File: src/rtl/i2cq_pkg.sv
package i2cq_pkg;
  typedef enum logic [1:0] {
    OP_ADDR  = 2'd0,
    OP_WRITE = 2'd1,
    OP_READ  = 2'd2,
    OP_STOP  = 2'd3
  } op_e;

  // Command codes decoded from word bits 10:8
  typedef enum logic [2:0] {
    CMD_TX       = 3'd0,
    CMD_RX       = 3'd1,
    CMD_STOP     = 3'd2,
    CMD_RX_DROP  = 3'd3,
    CMD_START    = 3'd4,
    CMD_START_N  = 3'd5,
    CMD_HSTART   = 3'd6,
    CMD_HSTART_N = 3'd7
  } cmd_e;

  typedef enum logic [2:0] {
    ST_IDLE,
    ST_FLUSH,
    ST_STOP,
    ST_ADDR,
    ST_READ
  } state_e;

  typedef enum logic [1:0] {
    JOB_CMD,
    JOB_ENFL,
    JOB_ASTOP
  } job_e;

  localparam int WORD_USED = 11;
endpackage

File: src/rtl/i2cq_fifo.sv
module i2cq_fifo #(
  parameter int W     = 8,
  parameter int DEPTH = 4
) (
  input  logic         clk,
  input  logic         rst_n,
  input  logic         push,
  input  logic         pop,
  input  logic         clr,
  input  logic [W-1:0] din,
  output logic [W-1:0] dout,
  output logic         empty,
  output logic         full
);
  localparam int PW = (DEPTH > 1) ? $clog2(DEPTH) : 1;
  localparam int CW = $clog2(DEPTH + 1);
  localparam logic [PW-1:0] LAST = PW'(DEPTH - 1);

  logic [W-1:0]  mem_q [DEPTH];
  logic [PW-1:0] rd_q, rd_d, wr_q, wr_d;
  logic [CW-1:0] cnt_q, cnt_d;
  logic          push_ok, pop_ok;

  assign empty   = (cnt_q == '0);
  assign full    = (cnt_q == CW'(DEPTH));
  assign push_ok = push & ~full & ~clr;
  assign pop_ok  = pop & ~empty & ~clr;
  assign dout    = mem_q[rd_q];

  always_comb begin
    rd_d  = rd_q;
    wr_d  = wr_q;
    cnt_d = cnt_q;
    if (clr) begin
      rd_d  = '0;
      wr_d  = '0;
      cnt_d = '0;
    end else begin
      if (push_ok) wr_d = (wr_q == LAST) ? '0 : wr_q + 1'b1;
      if (pop_ok)  rd_d = (rd_q == LAST) ? '0 : rd_q + 1'b1;
      cnt_d = cnt_q + CW'(push_ok) - CW'(pop_ok);
    end
  end

  always_ff @(posedge clk or negedge rst_n) begin
    if (!rst_n) begin
      rd_q  <= '0;
      wr_q  <= '0;
      cnt_q <= '0;
    end else begin
      rd_q  <= rd_d;
      wr_q  <= wr_d;
      cnt_q <= cnt_d;
    end
  end

  for (genvar i = 0; i < DEPTH; i++) begin : g_slot
    always_ff @(posedge clk) begin
      if (push_ok && (wr_q == PW'(i))) mem_q[i] <= din;
    end
  end

  a_r11_no_overflow: assert property (@(posedge clk) disable iff (!rst_n)
    push |-> !full);
  a_r11_no_underflow: assert property (@(posedge clk) disable iff (!rst_n)
    (pop && !clr) |-> !empty);
endmodule

File: src/rtl/i2cq_decode.sv
module i2cq_decode
  import i2cq_pkg::*;
(
  input  logic [WORD_USED-1:0] word,
  output logic [7:0]           data,
  output logic                 is_tx,
  output logic                 is_rx,
  output logic                 is_start,
  output logic                 expect_nack,
  output logic                 hs,
  output logic                 keep
);
  cmd_e cmd;

  // byte in 7:0, code in 10:8
  assign cmd         = cmd_e'(word[10:8]);
  assign data        = word[7:0];
  assign is_tx       = (cmd == CMD_TX);
  assign is_rx       = (cmd == CMD_RX) || (cmd == CMD_RX_DROP);
  assign keep        = (cmd == CMD_RX);
  assign is_start    = word[10];
  assign expect_nack = (cmd == CMD_START_N) || (cmd == CMD_HSTART_N);
  assign hs          = (cmd == CMD_HSTART) || (cmd == CMD_HSTART_N);
endmodule

File: src/rtl/i2c_cmd_sequencer.sv
module i2c_cmd_sequencer
  import i2cq_pkg::*;
#(
  parameter int CMD_DEPTH = 4,
  parameter int TXQ_DEPTH = 4
) (
  input  logic        clk,
  input  logic        rst_n,
  input  logic        wr_valid,
  input  logic [31:0] wr_word,
  input  logic        ctrl_enable,
  input  logic        auto_stop,
  input  logic        rx_drained,
  output logic        cmd_full,
  output logic        req_valid,
  output logic [1:0]  req_op,
  output logic [7:0]  req_byte,
  output logic        req_hs,
  output logic        req_keep,
  input  logic        eng_done,
  input  logic        eng_ack,
  output logic        tgt_active,
  output logic        evt_end_packet,
  output logic        evt_stop,
  output logic        evt_nack
);
  state_e state_q, state_d;
  job_e   job_q, job_d;
  logic   active_q, active_d;
  logic   flen_q, flen_d;
  logic   asp_q, asp_d;
  logic   efp_q, efp_d;
  logic   en_q;
  logic   ep_q, ep_d, sd_q, sd_d, nd_q, nd_d;

  logic                 c_push, c_pop, c_empty, c_full;
  logic [WORD_USED-1:0] c_dout;
  logic                 b_push, b_pop, b_clr, b_empty, b_full;
  logic [7:0]           b_dout;

  logic [7:0] d_data;
  logic       d_is_tx, d_is_rx, d_is_start, d_expn, d_hs, d_keep;
  op_e        rop;
  logic       unused_hi;

  assign unused_hi = ^wr_word[31:WORD_USED];
  assign c_push    = wr_valid & ~c_full;

  i2cq_fifo #(.W(WORD_USED), .DEPTH(CMD_DEPTH)) u_cmdq (
    .clk(clk), .rst_n(rst_n), .push(c_push), .pop(c_pop), .clr(1'b0),
    .din(wr_word[WORD_USED-1:0]), .dout(c_dout), .empty(c_empty), .full(c_full)
  );

  i2cq_fifo #(.W(8), .DEPTH(TXQ_DEPTH)) u_txq (
    .clk(clk), .rst_n(rst_n), .push(b_push), .pop(b_pop), .clr(b_clr),
    .din(d_data), .dout(b_dout), .empty(b_empty), .full(b_full)
  );

  i2cq_decode u_dec (
    .word(c_dout), .data(d_data), .is_tx(d_is_tx), .is_rx(d_is_rx),
    .is_start(d_is_start), .expect_nack(d_expn), .hs(d_hs), .keep(d_keep)
  );

  always_comb begin
    state_d   = state_q;
    job_d     = job_q;
    active_d  = active_q;
    flen_d    = flen_q;
    asp_d     = asp_q | (auto_stop & rx_drained);
    efp_d     = efp_q | (ctrl_enable & ~en_q);
    c_pop     = 1'b0;
    b_push    = 1'b0;
    b_pop     = 1'b0;
    b_clr     = 1'b0;
    ep_d      = 1'b0;
    sd_d      = 1'b0;
    nd_d      = 1'b0;
    req_valid = 1'b0;
    rop       = OP_WRITE;
    req_byte  = '0;
    req_hs    = 1'b0;
    req_keep  = 1'b0;
    unique case (state_q)
      ST_IDLE: begin
        if (asp_q) begin
          asp_d   = auto_stop & rx_drained;
          job_d   = JOB_ASTOP;
          flen_d  = ctrl_enable;
          state_d = ST_FLUSH;
        end else if (efp_q) begin
          efp_d   = ctrl_enable & ~en_q;
          job_d   = JOB_ENFL;
          flen_d  = ctrl_enable;
          state_d = ST_FLUSH;
        end else if (!c_empty) begin
          if (d_is_tx && !active_q) begin
            c_pop = 1'b1;
          end else if (d_is_tx && !b_full) begin
            b_push = 1'b1;
            c_pop  = 1'b1;
          end else begin
            job_d   = JOB_CMD;
            flen_d  = ctrl_enable;
            state_d = ST_FLUSH;
          end
        end
      end
      ST_FLUSH: begin
        if (!b_empty && flen_q) begin
          req_valid = 1'b1;
          rop       = OP_WRITE;
          req_byte  = b_dout;
          b_pop     = eng_done;
        end else begin
          b_clr = 1'b1;
          unique case (job_q)
            JOB_ENFL:  state_d = ST_IDLE;
            JOB_ASTOP: state_d = ST_STOP;
            default: begin
              if (d_is_tx) begin
                state_d = ST_IDLE;
              end else if (d_is_rx) begin
                c_pop   = ~active_q;
                state_d = active_q ? ST_READ : ST_IDLE;
              end else if (d_is_start) begin
                ep_d    = active_q;
                state_d = (auto_stop && !d_expn) ? ST_STOP : ST_ADDR;
              end else begin
                state_d = ST_STOP;
              end
            end
          endcase
        end
      end
      ST_STOP: begin
        req_valid = active_q;
        rop       = OP_STOP;
        if (!active_q || eng_done) begin
          active_d = 1'b0;
          sd_d     = 1'b1;
          ep_d     = 1'b1;
          if (job_q == JOB_CMD && d_is_start) begin
            state_d = ST_ADDR;
          end else begin
            c_pop   = (job_q == JOB_CMD);
            state_d = ST_IDLE;
          end
        end
      end
      ST_ADDR: begin
        req_valid = 1'b1;
        rop       = OP_ADDR;
        req_byte  = {1'b0, d_data[7:1]};
        req_hs    = d_hs;
        if (eng_done) begin
          if (d_expn) begin
            nd_d = eng_ack;
          end else begin
            active_d = eng_ack;
            nd_d     = ~eng_ack;
          end
          c_pop   = 1'b1;
          state_d = ST_IDLE;
        end
      end
      ST_READ: begin
        req_valid = 1'b1;
        rop       = OP_READ;
        req_byte  = d_data;
        req_keep  = d_keep;
        if (eng_done) begin
          c_pop   = 1'b1;
          state_d = ST_IDLE;
        end
      end
      default: state_d = ST_IDLE;
    endcase
  end

  always_ff @(posedge clk or negedge rst_n) begin
    if (!rst_n) begin
      state_q  <= ST_IDLE;
      job_q    <= JOB_CMD;
      active_q <= 1'b0;
      flen_q   <= 1'b0;
      asp_q    <= 1'b0;
      efp_q    <= 1'b0;
      en_q     <= 1'b0;
      ep_q     <= 1'b0;
      sd_q     <= 1'b0;
      nd_q     <= 1'b0;
    end else begin
      state_q  <= state_d;
      job_q    <= job_d;
      active_q <= active_d;
      flen_q   <= flen_d;
      asp_q    <= asp_d;
      efp_q    <= efp_d;
      en_q     <= ctrl_enable;
      ep_q     <= ep_d;
      sd_q     <= sd_d;
      nd_q     <= nd_d;
    end
  end

  assign req_op         = rop;
  assign cmd_full       = c_full;
  assign tgt_active     = active_q;
  assign evt_end_packet = ep_q;
  assign evt_stop       = sd_q;
  assign evt_nack       = nd_q;

  a_r13_req_hold: assert property (@(posedge clk) disable iff (!rst_n)
    (req_valid && !eng_done) |=> (req_valid && $stable(req_op) && $stable(req_byte)
                                  && $stable(req_hs) && $stable(req_keep)));
  a_r3_rw_needs_target: assert property (@(posedge clk) disable iff (!rst_n)
    (req_valid && (req_op == OP_WRITE || req_op == OP_READ)) |-> tgt_active);
  a_r8_stop_pair: assert property (@(posedge clk) disable iff (!rst_n)
    evt_stop |-> (evt_end_packet && !tgt_active));
  a_r14_nack_pulse: assert property (@(posedge clk) disable iff (!rst_n)
    evt_nack |=> !evt_nack);
endmodule

File: config.mk
export PLATFORM = sky130hd
export DESIGN_NAME = i2c_cmd_sequencer
export DESIGN_NICKNAME = d
export VERILOG_FILES = /design/src/rtl/i2cq_pkg.sv /design/src/rtl/i2cq_fifo.sv /design/src/rtl/i2cq_decode.sv /design/src/rtl/i2c_cmd_sequencer.sv
export SDC_FILE = /design/constraint.sdc
export NUM_CORES = 1
export LEC_CHECK = 0
export BUFFER_PORTS_ARGS = -buffer_cell sky130_fd_sc_hd__buf_2
export CORE_MARGIN = 3
export CORE_UTILIZATION = 25
export DETAILED_ROUTE_END_ITERATION = 12
export PLACE_DENSITY_LB_ADDON = 0.2
export SLEW_MARGIN = 25
export SYNTH_ARGS = -nofsm -noshare
export SYNTH_HDL_FRONTEND = slang
export SYNTH_SLANG_ARGS = --single-unit
File: constraint.sdc
create_clock -name clk -period 3.3 [get_ports clk]
set_clock_uncertainty 0.05 [all_clocks]
set_input_delay 0.66 -clock clk [delete_from_list [all_inputs] [get_ports clk]]
set_output_delay 0.66 -clock clk [all_outputs]
set_load 0.05 [all_outputs]
==> out/metrics.csv, run 1 <==
metric,value,unit
period_share,95.6,%
num_vias,2568,
syn_avg_cell_area,15.3,µm²
synth.mux.area_fraction,10.3,%
coreArea,18000,µm²
cp_slowest_stage_delay,0.54,ns
post-place-ws,0.0253,ns
place_inst,568,
worst-r2r-setup-slack,0.15,ns
syn_inst,302,
synth_async_sr_flop_share,26.2,%
tightest_slew,0.623,ns
post_cts_buffers,0,
cts_tree,built,
grt-busiest-layer,met2,
ys_ff_latch,103,
synth_top_family_by_area,multiplexers,
finalPower,4550,µW
num-nets-final,408,
drtIter0Drc,122,
clk_pin_slew_worst_paths,0.06,ns
route.detailed.drc,0,
rsz0062_at_grt,true,
synth_xor_area_share,0.950,%
cp.arrival,3.33,ns
end_kind,flop,
synthSimpleGateAreaFrac,8.77,%
path_cells,"mux4_2, or3_4, o31ai_2, o211ai_2, inv_1, ha_1, inv_1, ha_1, inv_1, fa_1, xnor2_1, xnor2_1",
period_needed,3.15,ns
cts.sinks,103,
critPathRequiredTime,3.47,ns
post_drt_wl_per_cell,15.7,µm
synthAdderAreaFrac,5.21,%
grtUsageMet1,12.3,%
die_w,142,µm
hpwlAfterDp,6.57,mm
cts-root-buf,clkbuf_16,
maxSlewViolCount,0,
power_density,844,nW/µm²
fin_ws,0.145,ns
crit_buf_inv,3,
vias_per_cell,4.41,
slew_headroom,58.5,%
finalWirelength,9.16,mm
drt.antenna.violating_nets,0,
max_cap_violations,0,
synth_cell_types,53,
ys_seq_area_share,64.2,%
crit_fanout,5,
cts_buffers,9,
cts_resized,0,
syn-num-nets,360,
critPathMostFrequentCell,inv_1,
worst-setup-path-type,flop to flop,
grt_pass1_wl,15.2,mm
hold_buffers,0,
die_y,142,µm
finalHoldViolCount,0,
first_global_vias,2799,
setup_viol,0,
first_pass_iters,4,
antenna_found_initial,0,
place_congestion,0.778,
synth_compound_area_share,7.52,%
num_rows,49,
cpMaxStageDelayCell,mux4_2,
rr_endpoint,u_cmdq.cnt_q[2],
place_area,5110,µm²
start_util,25.6,%
hold_class,input pin to async pin,
final_area,5390,µm²
grt_max_degree,28,
synthToLayoutAreaGrowth,17.0,%
cts_buffer_depth,2,
finalNonFillerCells,582,
gr-usage-met3,2.16,%
syn_area,4610,µm²
vdd_drop_max,0.243,mV
yosysWarnings,0,
htree_levels,3,
rr_worst_depth,12,
p_leak,0.00204,µW
io_buffer_count,36,
synth_edf_count,76,
die-area,20100,µm²
drive_above_1_share,26.9,%
r2r_start,u_cmdq.rd_q[0],
max_freq,317,MHz
grt_use_total,9.88,%
use_met2,16.5,%
critPathTopFamily,adder cells,
synth_ff_type,edfxtp_1,
ios,58,
gr-total-overflow,0,
outcome,"finished, final reports clean",
diodes,0,
clk_latency,0.34,ns
startpoint_type,flop,
[cell usage after synthesis (2+ instances only)]
| cell type | count | share of area, % |
|---|---|---|
| edfxtp_1 | 76 | 49 |
| dfrtp_1 | 27 | 15 |
| nand2_1 | 26 | 2.1 |
| inv_1 | 18 | 1.5 |
| mux4_2 | 18 | 8.8 |
| ha_1 | 16 | 4.3 |
| and2_1 | 11 | 1.5 |
| o21ai_0 | 11 | 1.2 |
| nor2_1 | 10 | 0.81 |
| a22oi_1 | 9 | 1.5 |
| a21oi_1 | 6 | 0.65 |
| a22o_1 | 5 | 0.95 |
| clkbuf_1 | 5 | 0.41 |
| nor3_1 | 5 | 0.54 |
| mux2_1 | 4 | 0.98 |
| and3_1 | 3 | 0.41 |
| nand2b_1 | 3 | 0.41 |
| nor2b_1 | 3 | 0.41 |
| nor3b_1 | 3 | 0.49 |
| xnor2_1 | 3 | 0.57 |
| a31oi_1 | 2 | 0.27 |
| buf_2 | 2 | 0.22 |
| fa_1 | 2 | 0.87 |
| o21ai_1 | 2 | 0.22 |
| o21bai_1 | 2 | 0.33 |
| o31ai_1 | 2 | 0.33 |
| xor2_1 | 2 | 0.38 |
[placed cells by master, fill, tap and decap left out, types with 2 or more instances in the layout]
cell | synthesis | routed
nor2b_1 | 3 | 3
nor3_1 | 5 | 5
mux4_2 | 18 | 19
o21bai_1 | 2 | 2
a21oi_1 | 6 | 6
xnor2_1 | 3 | 3
a31oi_1 | 2 | 2
buf_4 | 1 | 13
ha_1 | 16 | 16
buf_2 | 2 | 36
edfxtp_1 | 76 | 76
inv_1 | 18 | 18
and2_1 | 11 | 11
o21ai_0 | 11 | 11
nor2_1 | 10 | 10
xor2_1 | 2 | 2
dfrtp_1 | 27 | 26
clkbuf_16 | 0 | 9
nand2_1 | 26 | 26
a22o_1 | 5 | 5
a22oi_1 | 9 | 9
fa_1 | 2 | 2
o21ai_1 | 2 | 2
nor3b_2 | 0 | 2
nand2b_1 | 3 | 3
o31ai_1 | 2 | 2
mux2_1 | 4 | 4
and3_1 | 3 | 3
[worst max-delay path by stage]
| stage | startpoint | end | slack, ns | cells after the start |
|---|---|---|---|---|
| floorplan | u_cmdq.rd_q[0] | u_cmdq.cnt_q[2] | 0.20 | 12 |
| global placement | u_cmdq.rd_q[0] | u_cmdq.cnt_q[2] | 0.09 | 12 |
| detailed placement | u_cmdq.rd_q[0] | u_cmdq.cnt_q[2] | 0.03 | 12 |
| CTS | u_cmdq.rd_q[0] | u_cmdq.cnt_q[2] | 0.02 | 12 |
| global route | u_cmdq.rd_q[0] | u_cmdq.cnt_q[2] | -0.04 | 12 |
| finish | u_cmdq.rd_q[0] | u_cmdq.cnt_q[2] | 0.15 | 12 |
[sequential cells by signal, summed over array words and instances (netlist names)]
name	count
u_cmdq.mem_q	44
u_txq.mem_q	32
state_q	3
u_cmdq.cnt_q	3
u_txq.cnt_q	3
job_q	2
u_cmdq.rd_q	2
u_cmdq.wr_q	2
u_txq.rd_q	2
u_txq.wr_q	2
asp_q	1
efp_q	1
en_q	1
evt_end_packet	1
evt_nack	1
evt_stop	1
flen_q	1
tgt_active	1
[routing by layer]
metal	wire length, µm	share of wire, %
met2	4550	50
met3	390	4.3
met4	157	1.7
met5	0	0
met1	4070	44
[logic make-up (layout without fill, tap and decap cells)]
| group | after synthesis | after routing |
|---|---|---|
| simple gates | 76 | 76 |
| fa+ha+maj | 18 | 18 |
| compound gates | 47 | 47 |
| mux | 23 | 23 |
| xor+xnor | 5 | 5 |
| buf+inv | 30 | 81 |
| flops | 103 | 103 |
[where the power goes]
part	total (µW)	internal [µW]	leakage (µW)	switching (µW)
combinational	1630	635	0.000871	991
sequential	1900	1710	0.00103	193
clock	1020	582	0.000138	440
total	4550	2930	0.00204	1620
[cell type report]
class	instances	area, µm²
fillers	1829	12600
flip-flops and latches	103	2960
multi-input cells	169	1520
well taps	229	287
repair buffers	49	278
clock buffers	9	225
inverters	18	67.6
clock inverters	5	60.1
[stage by stage]
stage | TNS (ns) | utilization (%) | hold slack, ns
after floorplan | 0 | - | 0.314
after global placement | 0 | 28.3 | 0.367
after detailed placement | 0 | 28.3 | 0.385
after CTS | 0 | 29.9 | 0.297
after global routing | -0.0386 | 29.9 | 0.338
final | 0 | 29.9 | 0.285
(Power assumes the default switching activity.)
==> inputs of run 2 (changes only) <==
--- a/config.mk
+++ b/config.mk
@@ -9,6 +9,7 @@
 export CORE_MARGIN = 3
 export CORE_UTILIZATION = 25
 export DETAILED_ROUTE_END_ITERATION = 12
+export MAX_ROUTING_LAYER = met4
 export PLACE_DENSITY_LB_ADDON = 0.2
 export SLEW_MARGIN = 25
 export SYNTH_ARGS = -nofsm -noshare
==> constraint.sdc (replaced) <==
create_clock -name clk -period 2.8 [get_ports clk]
set_clock_uncertainty 0.05 [all_clocks]
set_input_delay 0.56 -clock clk [delete_from_list [all_inputs] [get_ports clk]]
set_output_delay 0.56 -clock clk [all_outputs]
set_load 0.05 [all_outputs]
==> run 2 against run 1 <==
Clock power is 32% higher. Critical path depth stayed put. Worst hold slack worse by 0.090 ns. First-iteration DRC count is 14% higher. Combinational power is 55% higher. Non-clock buffer count is 40 higher. Wire length is 7.1% higher. Die area stayed put. The run now ends with negative setup slack left. Sequential power is 15% higher.
==> out/metrics.csv, run 2 (synthesis gave the netlist of run 1 again) <==
metric,value,unit
outcome,"finished, violations left",
violations,negative setup slack,
r2r_start,u_cmdq.rd_q[0],
cts-root-buf,clkbuf_16,
place_inst,595,
post_drt_wl_per_cell,15.7,µm
cp.arrival,3.18,ns
io_buffer_count,36,
critPathMostFrequentCell,inv_1,
drtIter0Drc,139,
power.switching,2100,µW
period_share,107,%
die_y,142,µm
largest_reg_flops,44,
top_register,u_cmdq.mem_q,
ios,58,
gr-usage-met3,1.92,%
diodes,0,
clk_latency,0.35,ns
cts_tree,built,
first_global_vias,2857,
start_util,25.6,%
vias_per_cell,4.32,
clk_pin_slew_worst_paths,0.07,ns
p_leak,0.00227,µW
rr_endpoint,u_cmdq.cnt_q[2],
finalPower,6070,µW
combPwrFrac,41.6,%
maxSlewViolCount,0,
slew_headroom,55.6,%
use_met2,16.8,%
layout_common_cells,"edfxtp_1, buf_4, buf_2",
switching_share,34.7,%
finalNonFillerCells,624,
worst-r2r-setup-slack,-0.20,ns
power_density,1030,nW/µm²
startpoint_type,flop,
die_w,142,µm
antenna_found_initial,0,
cts_buffer_depth,2,
setup_viol,4,
vdd_drop_max,0.339,mV
path_cells,"mux4_2, or3_4, o31ai_4, o211ai_2, inv_1, ha_1, inv_1, ha_2, inv_2, fa_2, xnor2_2, xnor2_1",
place_congestion,0.821,
die-area,20100,µm²
synthToLayoutAreaGrowth,27.7,%
max_freq,333,MHz
critPathLaunch,u_cmdq.rd_q[0],
crit_buf_inv,3,
drive_above_1_share,38.5,%
cpMaxStageDelayCell,mux4_2,
layout_commonest_cell,edfxtp_1,
num_rows,49,
finalWirelength,9.81,mm
end_kind,flop,
finalHoldViolCount,0,
coreArea,18000,µm²
drt.antenna.violating_nets,0,
fin_ws,-0.199,ns
period_needed,3.00,ns
largestRegisters,"u_cmdq.mem_q: 44 flops, u_txq.mem_q: 32 flops",
tightest_slew,0.666,ns
gr-total-overflow,0,
rsz0062_at_grt,true,
hold_buffers,0,
internal_power,3960,µW
first_pass_iters,4,
rr_worst_depth,12,
num-nets-final,448,
pwr-share-clk,22.3,%
hold_class,input pin to async pin,
grt_pass1_wl,15.8,mm
route.detailed.drc,0,
grt-busiest-layer,met2,
cts.sinks,103,
seqPwrFrac,36.1,%
grt_use_total,10.6,%
htree_levels,3,
grtUsageMet1,13.3,%
worst-setup-path-type,flop to flop,
cts_buffers,9,
cp_slowest_stage_delay,0.53,ns
hpwlAfterDp,6.95,mm
grt_max_degree,28,
crit_fanout,4,
num_vias,2693,
max_cap_violations,0,
critPathRequiredTime,2.98,ns
critPathTopFamily,adder cells,
run 2: changes by cell type in the layout (fill, tap and decap cells not counted), moves of 7 or more:
cell     previous run  this run
buf_4              13        47
buf_2              36        28
a22oi_2             0         7
a22oi_1             9         2
buf_6               0        12
run 2: cell type report:
type,instances,area (µm²)
Inverter,18,67.6
Sequential cell,103,2960
Timing Repair Buffer,89,663
Tap cell,229,287
Clock buffer,10,229
Clock inverter,6,92.6
Fill cell,1798,12100
Multi-Input combinational cell,169,1590
run 2: layer usage:
layer  part of all wire, %  routed length, µm
met1                    45               4460
met2                    50               4870
met3                   2.9                283
met4                   2.0                198
met5                     0                  0
run 2: worst max-delay path by stage:
| stage | endpoint | slack (ns) | cells past startpoint |
|---|---|---|---|
| after floorplan | u_cmdq.cnt_q[2] | -0.23 | 12 |
| after global placement | u_cmdq.cnt_q[2] | -0.22 | 12 |
| after detailed placement | u_cmdq.cnt_q[2] | -0.25 | 12 |
| after CTS | u_cmdq.cnt_q[2] | -0.23 | 12 |
| after global routing | u_cmdq.cnt_q[2] | -0.34 | 12 |
| final | u_cmdq.cnt_q[2] | -0.20 | 12 |
run 2: power groups by stage:
stage          sequential [µW]  clock, µW  combinational (µW)
4_1_cts                   2200       1390                2410
3_5_place_dp              2220          0                2220
6_report                  2190       1350                2520
2_1_floorplan             2240          0                1410
5_1_grt                   2230       1440                2780
3_3_place_gp              2210          0                2200
run 2: timing repair:
action | 4_1_cts | 5_1_grt
setup buffers | 11 | 2
setup endpoints to repair | 11 | 12
resized for setup | 10 | 34
pin swaps | 3 | 7
run 2: per-stage QoR:
step           util [%]  instance area, µm²  setup slack [ns]  TNS (ns)  hold WS (ns)
6_report           32.7                5890            -0.199    -0.417         0.195
5_1_grt            32.7                5890            -0.341     -1.63         0.241
4_1_cts            32.0                5760            -0.234    -0.504         0.219
3_5_place_dp       29.6                5330            -0.247    -0.455         0.375
3_3_place_gp       29.6                5330            -0.225    -0.416         0.366
2_1_floorplan         -                4620            -0.234    -0.529         0.214
